## src/rtl/bcd_xfer_pkg.sv

```systemverilog
package bcd_xfer_pkg;
  typedef enum logic [1:0] {
    XF_IDLE = 2'd0,
    XF_IN   = 2'd1,
    XF_OUT  = 2'd2
  } xf_mode_e;

  // first position and slots beyond the digit count, per layout
  localparam int SCI_FIRST = 0;
  localparam int FLT_FIRST = 2;
  localparam int SCI_EXTRA = 4;
  localparam int FLT_EXTRA = 2;
endpackage

```

## src/rtl/xfer_mdc_reg.sv

```systemverilog
module xfer_mdc_reg #(
  parameter int MDC_MAX = 8,
  parameter int MDC_W   = 4
) (
  input  logic             clk,
  input  logic             rst,
  input  logic             load,
  input  logic [MDC_W-1:0] val,
  input  logic             lock,
  output logic [MDC_W-1:0] mdc
);
  localparam logic [MDC_W-1:0] MAX_V = MDC_W'(MDC_MAX);

  logic legal;
  assign legal = (val != '0) && (val <= MAX_V);

  always_ff @(posedge clk) begin
    if (rst) begin
      mdc <= MAX_V;
    end else if (load && !lock && legal) begin
      mdc <= val;
    end
  end


  mdc_range_chk: assert property (@(posedge clk) disable iff (rst)
    (mdc != '0) && (mdc <= MAX_V));


  mdc_lock_chk: assert property (@(posedge clk) disable iff (rst)
    lock |=> $stable(mdc));
endmodule

```

## src/rtl/xfer_mc_timer.sv

```systemverilog
module xfer_mc_timer #(
  parameter int PH_BITS    = 2,
  parameter int IN_PERIOD  = 10,
  parameter int OUT_PERIOD = 14,
  parameter int MC_W       = 4
) (
  input  logic               clk,
  input  logic               rst,
  input  logic               run,
  input  logic               out_sel,
  output logic [PH_BITS-1:0] ph,
  output logic [MC_W-1:0]    mc,
  output logic               slot_end
);
  localparam logic [PH_BITS-1:0] PH_LAST = '1;

  logic [MC_W-1:0] mc_last;
  assign mc_last  = out_sel ? MC_W'(OUT_PERIOD - 1) : MC_W'(IN_PERIOD - 1);
  assign slot_end = run && (ph == PH_LAST) && (mc == mc_last);

  always_ff @(posedge clk) begin
    if (rst || !run) begin
      ph <= '0;
      mc <= '0;
    end else begin
      ph <= ph + 1'b1;
      if (ph == PH_LAST) begin
        mc <= (mc == mc_last) ? '0 : mc + 1'b1;
      end
    end
  end


  mc_bound_chk: assert property (@(posedge clk) disable iff (rst)
    mc <= mc_last);


  idle_zero_chk: assert property (@(posedge clk) disable iff (rst)
    !run |=> (ph == '0) || run);
endmodule

```

## src/rtl/xfer_slot_ctr.sv

```systemverilog
module xfer_slot_ctr #(
  parameter int AW      = 4,
  parameter int POS_MAX = 11
) (
  input  logic          clk,
  input  logic          rst,
  input  logic          load,
  input  logic [AW-1:0] first,
  input  logic [AW-1:0] total,
  input  logic          advance,
  output logic [AW-1:0] pos,
  output logic          last
);
  logic [AW-1:0] left;

  assign last = (left == '0);

  always_ff @(posedge clk) begin
    if (rst) begin
      pos  <= '0;
      left <= '0;
    end else if (load) begin
      pos  <= first;
      left <= total - 1'b1;
    end else if (advance && !last) begin
      pos  <= pos + 1'b1;
      left <= left - 1'b1;
    end
  end


  pos_bound_chk: assert property (@(posedge clk) disable iff (rst)
    pos <= AW'(POS_MAX));


  pos_step_chk: assert property (@(posedge clk) disable iff (rst)
    (advance && !last && !load) |=> pos == $past(pos) + 1'b1);
endmodule

```

## src/rtl/bcd_xfer_seq.sv

```systemverilog
module bcd_xfer_seq
  import bcd_xfer_pkg::*;
#(
  parameter int PH_BITS    = 2,
  parameter int IN_PERIOD  = 10,
  parameter int OUT_PERIOD = 14,
  parameter int MDC_MAX    = 8,
  parameter int MDC_W      = 4,
  parameter int AW         = 4,
  parameter int DW         = 4
) (
  input  logic             clk,
  input  logic             rst,
  input  logic             start_in,
  input  logic             start_out,
  input  logic             sci_mode,
  input  logic             mdc_load,
  input  logic [MDC_W-1:0] mdc_val,
  input  logic [DW-1:0]    din,
  input  logic [DW-1:0]    x_rdata,
  output logic             strobe_n,
  output logic [AW-1:0]    dig_addr,
  output logic             isel,
  output logic             wr_en,
  output logic [AW-1:0]    wr_pos,
  output logic [DW-1:0]    wr_data,
  output logic [DW-1:0]    dout,
  output logic             rw_n,
  output logic             done
);
  localparam int MAXP    = (OUT_PERIOD > IN_PERIOD) ? OUT_PERIOD : IN_PERIOD;
  localparam int MC_W    = $clog2(MAXP);
  localparam int POS_MAX = MDC_MAX + SCI_EXTRA - 1;
  localparam logic [PH_BITS-1:0] PH_ZERO = '0;

  xf_mode_e mode_q;
  logic [MDC_W-1:0]   mdc;
  logic [PH_BITS-1:0] ph;
  logic [MC_W-1:0]    mc;
  logic               slot_end, last, run, accept, end_burst;
  logic [AW-1:0]      pos, first, total;

  assign run       = (mode_q != XF_IDLE);
  assign accept    = !run && (start_in ^ start_out);
  assign end_burst = slot_end && last;
  assign first     = sci_mode ? AW'(SCI_FIRST) : AW'(FLT_FIRST);
  assign total     = AW'(mdc) + (sci_mode ? AW'(SCI_EXTRA) : AW'(FLT_EXTRA));

  xfer_mdc_reg #(.MDC_MAX(MDC_MAX), .MDC_W(MDC_W)) u_mdc (
    .clk(clk), .rst(rst), .load(mdc_load), .val(mdc_val),
    .lock(run), .mdc(mdc)
  );

  xfer_mc_timer #(.PH_BITS(PH_BITS), .IN_PERIOD(IN_PERIOD),
                  .OUT_PERIOD(OUT_PERIOD), .MC_W(MC_W)) u_timer (
    .clk(clk), .rst(rst), .run(run), .out_sel(mode_q == XF_OUT),
    .ph(ph), .mc(mc), .slot_end(slot_end)
  );

  xfer_slot_ctr #(.AW(AW), .POS_MAX(POS_MAX)) u_slots (
    .clk(clk), .rst(rst), .load(accept), .first(first), .total(total),
    .advance(slot_end), .pos(pos), .last(last)
  );

  // burst mode
  always_ff @(posedge clk) begin
    if (rst) begin
      mode_q <= XF_IDLE;
    end else if (accept) begin
      mode_q <= start_out ? XF_OUT : XF_IN;
    end else if (end_burst) begin
      mode_q <= XF_IDLE;
    end
  end

  // registered pins, one clock behind the counter state
  always_ff @(posedge clk) begin
    if (rst) begin
      strobe_n <= 1'b1;
      isel     <= 1'b1;
      dig_addr <= '0;
      wr_en    <= 1'b0;
      wr_pos   <= '0;
      wr_data  <= '0;
      dout     <= '0;
      rw_n     <= 1'b1;
      done     <= 1'b0;
    end else begin
      strobe_n <= !(run && mc == '0);
      isel     <= !run;
      dig_addr <= run ? pos : '0;
      done     <= end_burst;
      if (mode_q == XF_IN && mc == MC_W'(2) && ph == PH_ZERO) begin
        wr_en   <= 1'b1;
        wr_pos  <= pos;
        wr_data <= din;
      end else begin
        wr_en   <= 1'b0;
        wr_pos  <= '0;
        wr_data <= '0;
      end
      if (mode_q != XF_OUT) begin
        dout <= '0;
      end else if (mc == MC_W'(1) && ph == PH_ZERO) begin
        dout <= x_rdata;
      end
      rw_n <= !(mode_q == XF_OUT && mc == MC_W'(2));
    end
  end


  addr_idle_zero_chk: assert property (@(posedge clk) disable iff (rst)
    isel |-> dig_addr == '0);


  done_then_isel_chk: assert property (@(posedge clk) disable iff (rst)
    done |=> isel);


  strobe_framed_chk: assert property (@(posedge clk) disable iff (rst)
    !strobe_n |-> !isel);


  rw_output_only_chk: assert property (@(posedge clk) disable iff (rst)
    !rw_n |-> mode_q == XF_OUT);


  wr_single_chk: assert property (@(posedge clk) disable iff (rst)
    wr_en |=> !wr_en);


  busy_hold_chk: assert property (@(posedge clk) disable iff (rst)
    (run && !end_burst) |=> mode_q == $past(mode_q));


  dout_idle_chk: assert property (@(posedge clk) disable iff (rst)
    (isel && !done) |-> dout == '0);
endmodule

```

## config.mk

```make
export PLATFORM = sky130hd
export DESIGN_NAME = bcd_xfer_seq
export DESIGN_NICKNAME = d
export VERILOG_FILES = /design/src/rtl/bcd_xfer_pkg.sv /design/src/rtl/xfer_mdc_reg.sv /design/src/rtl/xfer_mc_timer.sv /design/src/rtl/xfer_slot_ctr.sv /design/src/rtl/bcd_xfer_seq.sv
export SDC_FILE = /design/constraint.sdc
export NUM_CORES = 1
export LEC_CHECK = 0
export CORE_MARGIN = 1.5
export CORE_UTILIZATION = 35
export CTS_BUF_LIST = sky130_fd_sc_hd__clkbuf_2 sky130_fd_sc_hd__clkbuf_4 sky130_fd_sc_hd__clkbuf_8
export CTS_CLUSTER_DIAMETER = 30
export DETAILED_ROUTE_END_ITERATION = 10
export SLEW_MARGIN = 0
export SYNTH_ARGS = -nofsm -noshare
export SYNTH_HDL_FRONTEND = slang
export SYNTH_HIERARCHICAL = 1
export SYNTH_SLANG_ARGS = --single-unit
```

## constraint.sdc

```tcl
create_clock -name clk -period 3.2 [get_ports clk]
set_input_delay 0.8 -clock clk [delete_from_list [all_inputs] [get_ports clk]]
set_output_delay 0.8 -clock clk [all_outputs]
set_load 0.05 [all_outputs]
```

After elaboration in Yosys (flattened, before gate mapping) --
Cells that the tools add are included.
Storage, ports and cells: register bits 41, bits in latches 0, bits in writable memories 0, ROM bits 0, bits of input ports 18, output and inout port bits 21, word-level logic and storage cells 72, memories kept 0
Operators by class: $add $sub $neg 6, multipliers 0, div/mod/pow operators 0, magnitude comparators 1, equality and inequality tests 7, shift operators 0, multiplexer cells 12, bitwise gates (word level) 3, reduce and logical (&&, ||, !) cells 28
Operators by type and width (count):
- $mux 4 | 5
- $logic_and 1x1->1 | 13
- $add 4x1->4 const B | 2
- $logic_not 4->1 | 2
- $mux 2 | 4
- $sub 4x1->4 const B | 2
- $mux 3 | 2
- $reduce_bool 2->1 | 3
- $reduce_or 2->1 | 3
- $add 4x3->4 | 1
- $eq 2x2->1 const B | 2
- $eq 4x1->1 const B | 1
- $eq 4x2->1 const B | 1
- $eq 4x4->1 | 1
- $le 4x4->1 const B | 1
- $logic_not 1->1 | 4
- $reduce_bool 4->1 | 1
- $add 2x1->2 const B | 1
- $eq 2x1->1 const B | 1
- $logic_not 2->1 | 1
- $ne 2x2->1 const B | 1
- $not 1->1 | 2
- $logic_or 1x1->1 | 1
- $mux 1 | 1
- $xor 1x1->1 | 1

Longest topological paths before layout --
depth in word-level cells 7, mapped depth 10, depth with buffers taken out 8

Cells and area by module --
Netlist, hierarchy kept.
Modules (own cells, without submodules):
- bcd_xfer_seq | times used 1, cells each 81, area an instance 823.3 um^2
- xfer_slot_ctr | times used 1, cells each 52, area an instance 501.7 um^2
- xfer_mc_timer | times used 1, cells each 32, area an instance 285.3 um^2
- xfer_mdc_reg | times used 1, cells each 29, area an instance 260.2 um^2

Worst setup path before layout --
OpenSTA, ideal clock, no wires.
path kind input-to-reg, from in start_in, to reg u_slots.left[2], arrival time 2.462 ns, data required time 3.105 ns, setup slack 0.643 ns, cell stages on the path 9, path buffers 2, cell sequence xnor2_1 nor2_1 buf_2 buf_1 mux2i_1 ha_1 nand2_1 or3_1 a221oi_1
Between the ends: word-level cells in the longest chain between the ends 3, elaborated cells on any way between the ends 4, classes of those cells mux (1); bitwise (1); reduce/logical (2)
RTL lines:
- from (decl) | RTL line bcd_xfer_seq.sv:14 | input logic start_in,
- $xor 1x1->1 (*) | RTL line bcd_xfer_seq.sv:44 | assign accept = !run && (start_in ^ start_out);
- $logic_and 1x1->1 (*) | RTL line bcd_xfer_seq.sv:44
- named net accept | RTL line bcd_xfer_seq.sv:40 | logic slot_end, last, run, accept, end_burst;
- $mux 4 / $reduce_bool 2->1 (equally long branches)
- to (signal assigned) | RTL line xfer_slot_ctr.sv:24 | left <= total - 1'b1;
- to (signal assigned) | RTL line xfer_slot_ctr.sv:27 | left <= left - 1'b1;
- to (decl) | RTL line xfer_slot_ctr.sv:14 | logic [AW-1:0] left;
Mark *: on every way through the listed nets, which the timed path passes. The rest lies on a longest branch. A chain may end at the register's enable or synchronous reset.

Worst setup path after layout --
from in sci_mode, to reg u_slots.left[3]
Between the ends: word-level cells in the longest chain between the ends 4
RTL lines:
- from (decl) | RTL line bcd_xfer_seq.sv:16 | input logic sci_mode,
- $mux 3 | RTL line bcd_xfer_seq.sv:47 | assign total = AW'(mdc) + (sci_mode ? AW'(SCI_EXTRA) : AW'(FLT_EXTRA));
- $add 4x3->4 | RTL line bcd_xfer_seq.sv:47
- named net total[2] | RTL line bcd_xfer_seq.sv:41 | logic [AW-1:0] pos, first, total;
- $sub 4x1->4 | RTL line xfer_slot_ctr.sv:24
- $mux 4 | RTL line xfer_slot_ctr.sv:22 | end else if (load) begin
The timed path passes the listed nets, and every way through them passes these cells.

==> metrics.txt <==
pre-CTS WS 0.201 ns; average routed wire per standard cell 12.0 um; Clock Path Buffers 2; leakage power 0.914 nW; CTS tree built; IR drop worst, VDD 0.275 mV; MaxCap Viol Count 0; detailed placement HPWL 2.70 mm; RePlAce Congestion 0.808; Syn Inst Count 194; crit path kind in2reg; min-delay worst type reg2reg; layout cells sized above 1 0.0966; Post-synth EDFFs 0; area delta synth->final 30.5%; die area 5790 um2; slew margin rel. 0.660; # resized after CTS 0; critical-path cell list clkdlybuf4s50_1 -> inv_1 -> ha_1 -> inv_1 -> fa_1 -> inv_1 -> or4b_1 -> a211oi_1 -> a311oi_1; Startpoint Class primary input; Std-Cell Rows 26; initial antenna violation count 0; Worst Setup End Kind register; Top cell by count, worst path inv_1; status finished, final reports clean; Die H 76.1 um; Req. time, crit path 3.38 ns; f_max 0.373 GHz; Hold WS 0.483 ns; peak fanout along the critical path 3; Hold Vio Cnt, Final 0; Detail Route Antenna Nets 0; fin. max-slew vios 0; number of vias per cell 4.96; Ports 39; first-pass GRT wire length 6.25 mm; fillers 529; final worst path period share 0.838; pwr/cell area 482 nW/um2; drt initial violations 32; post-synth top area cell dfxtp_1; # port buffers 38; grt total ovfl 0; Num CTS Buffers 5; vias post-DR 1528; synth warn 6; H-tree levels 2; ranking of synthesized cells by area dfxtp_1 44%, and2_1 4.3%, nor3b_1 2.8%; Avg Inst Size Synth 9.64 um2; register area share after synthesis 0.439; Final Setup Violations 0; synthesized flop and latch total 41; CP max stage delay 0.52 ns; synthesized area 1870 um2; n_diodes 0; Starting Density 0.364; Post-route DRC 0; dominant cell by count in the synthesized netlist dfxtp_1; Synth top area share 0.439; Post-CTS Hold Fix Bufs 0; Worst Path Arrival 2.86 ns; CTS sink count 41; Die Wd 76.1 um; Yosys cell types 51; overall global routing resource usage 0.134; vias in the first global route 1386; Final min period 2.68 ns; unrepaired setup endpoints after global routing no; Final Skew 0.00492 ns; Clock transition at path regs 0.08 ns; slowest CP cell or4b_1; top cells by instance count after synthesis 41 x dfxtp_1, 13 x and2_1, 13 x nor2_1; Final #Nets 260; insertion delay to the later sink of the worst-skew pair 0.29 ns; CTS Root Cell clkbuf_8; Post-Route WL 3.69 mm; worst-margin pin slew 0.509 ns; setup ws final 0.520 ns; DR pass1 iterations 4; Core Area 5140 um2; largest net degree at the start of global routing 16; Primary FF master, synth dfxtp_1; reg-to-reg slack, setup 0.91 ns; Post-CTS Setup Inserts 0; Async S/R FF share, synth 0; setup TNS 0 ns
==> cell type report <==
cell class	instances	area [um2]	share of cell area
tap	70	87.6	0.0359
multi-input combinational	137	972	0.398
clock buffer	6	82.6	0.0338
sequential	41	821	0.336
clock inverter	2	37.5	0.0154
inverter	12	45.0	0.0185
timing repair buffer	40	395	0.162
==> critical path: cells and delay by family <==
family | cells | cell delay, ns
adders and majority gates | 2 | 0.64
and+or+nand+nor | 1 | 0.52
AOI/OAI and AO/OA | 2 | 0.29
buffers and inverters | 4 | 0.61
==> per-stage QoR <==
step	utilization	power [W]	area [um2]	instances
floorplan	-	0.000691	1880	196
global placement	0.452	0.000751	2320	300
detailed placement	0.452	0.000753	2320	300
CTS	0.475	0.00119	2440	308
global route	0.475	0.00124	2440	308
finish	0.475	0.00118	2440	308
==> path summary, 6_finish.rpt <==
path,startpoint,end,depth (start not counted)
worst min register to register,dout[0]$_SDFFE_PP0P_,dout[0]$_SDFFE_PP0P_,2
worst max register to register,mode_q[1]$_SDFFE_PP0P_,u_slots/pos[2]$_SDFFE_PP0P_,7
worst min-delay path,dout[0]$_SDFFE_PP0P_,dout[0]$_SDFFE_PP0P_,2
worst max-delay path,sci_mode,u_slots/left[3]$_SDFFE_PP0P_,9
==> power by group <==
group	internal [W]	total [W]	switching (W)
clock network	0.000254	0.000436	0.000183
registers	0.000535	0.000560	0.0000254
logic	0.0000861	0.000180	0.0000943
total	0.000875	0.00118	0.000302
==> flip-flops by register name (all words and copies together), names as in the netlist <==
name          count
dig_addr          4
done              1
dout              4
isel              1
mode_q            2
rw_n              1
strobe_n          1
u_mdc/mdc         4
u_slots/left      4
u_slots/pos       4
u_timer/mc        4
u_timer/ph        2
wr_data           4
wr_en             1
wr_pos            4
==> per-layer routing <==
metal | track usage | vias up | wire (um)
li1 | - | 776 | -
met1 | 0.174 | 712 | 1790
met2 | 0.208 | 36 | 1680
met3 | 0.0335 | 4 | 167
met4 | 0.0648 | 0 | 53
met5 | 0 | - | 0
==> kinds of logic (layout without fill, tap and decap cells) <==
family,count (synthesis),after routing,share of synthesized area
xor+xnor,5,5,0.0234
mux,5,5,0.0274
simple gates,79,79,0.266
buf+inv,18,60,0.0455
compound gates,40,40,0.160
flops,41,41,0.439
other cells,1,3,0.00200
fa+ha+maj,5,5,0.0375
==> layout by cell type, fill, tap and decap left out, types with 4 or more instances in the layout <==
cell type,count
dfxtp_1,41
clkdlybuf4s50_1,38
nor2_1,13
and2_1,13
inv_1,12
nand3_1,9
nor3b_1,7
nand2_1,6
clkbuf_8,6
xnor2_1,5
nor2b_1,5
o21ai_1,5
nor3_1,5
o21ai_0,5
a21oi_1,5
a211oi_1,5
a21boi_1,4
ha_1,4
mux2i_1,4
Power figures use the tool's default switching activity.
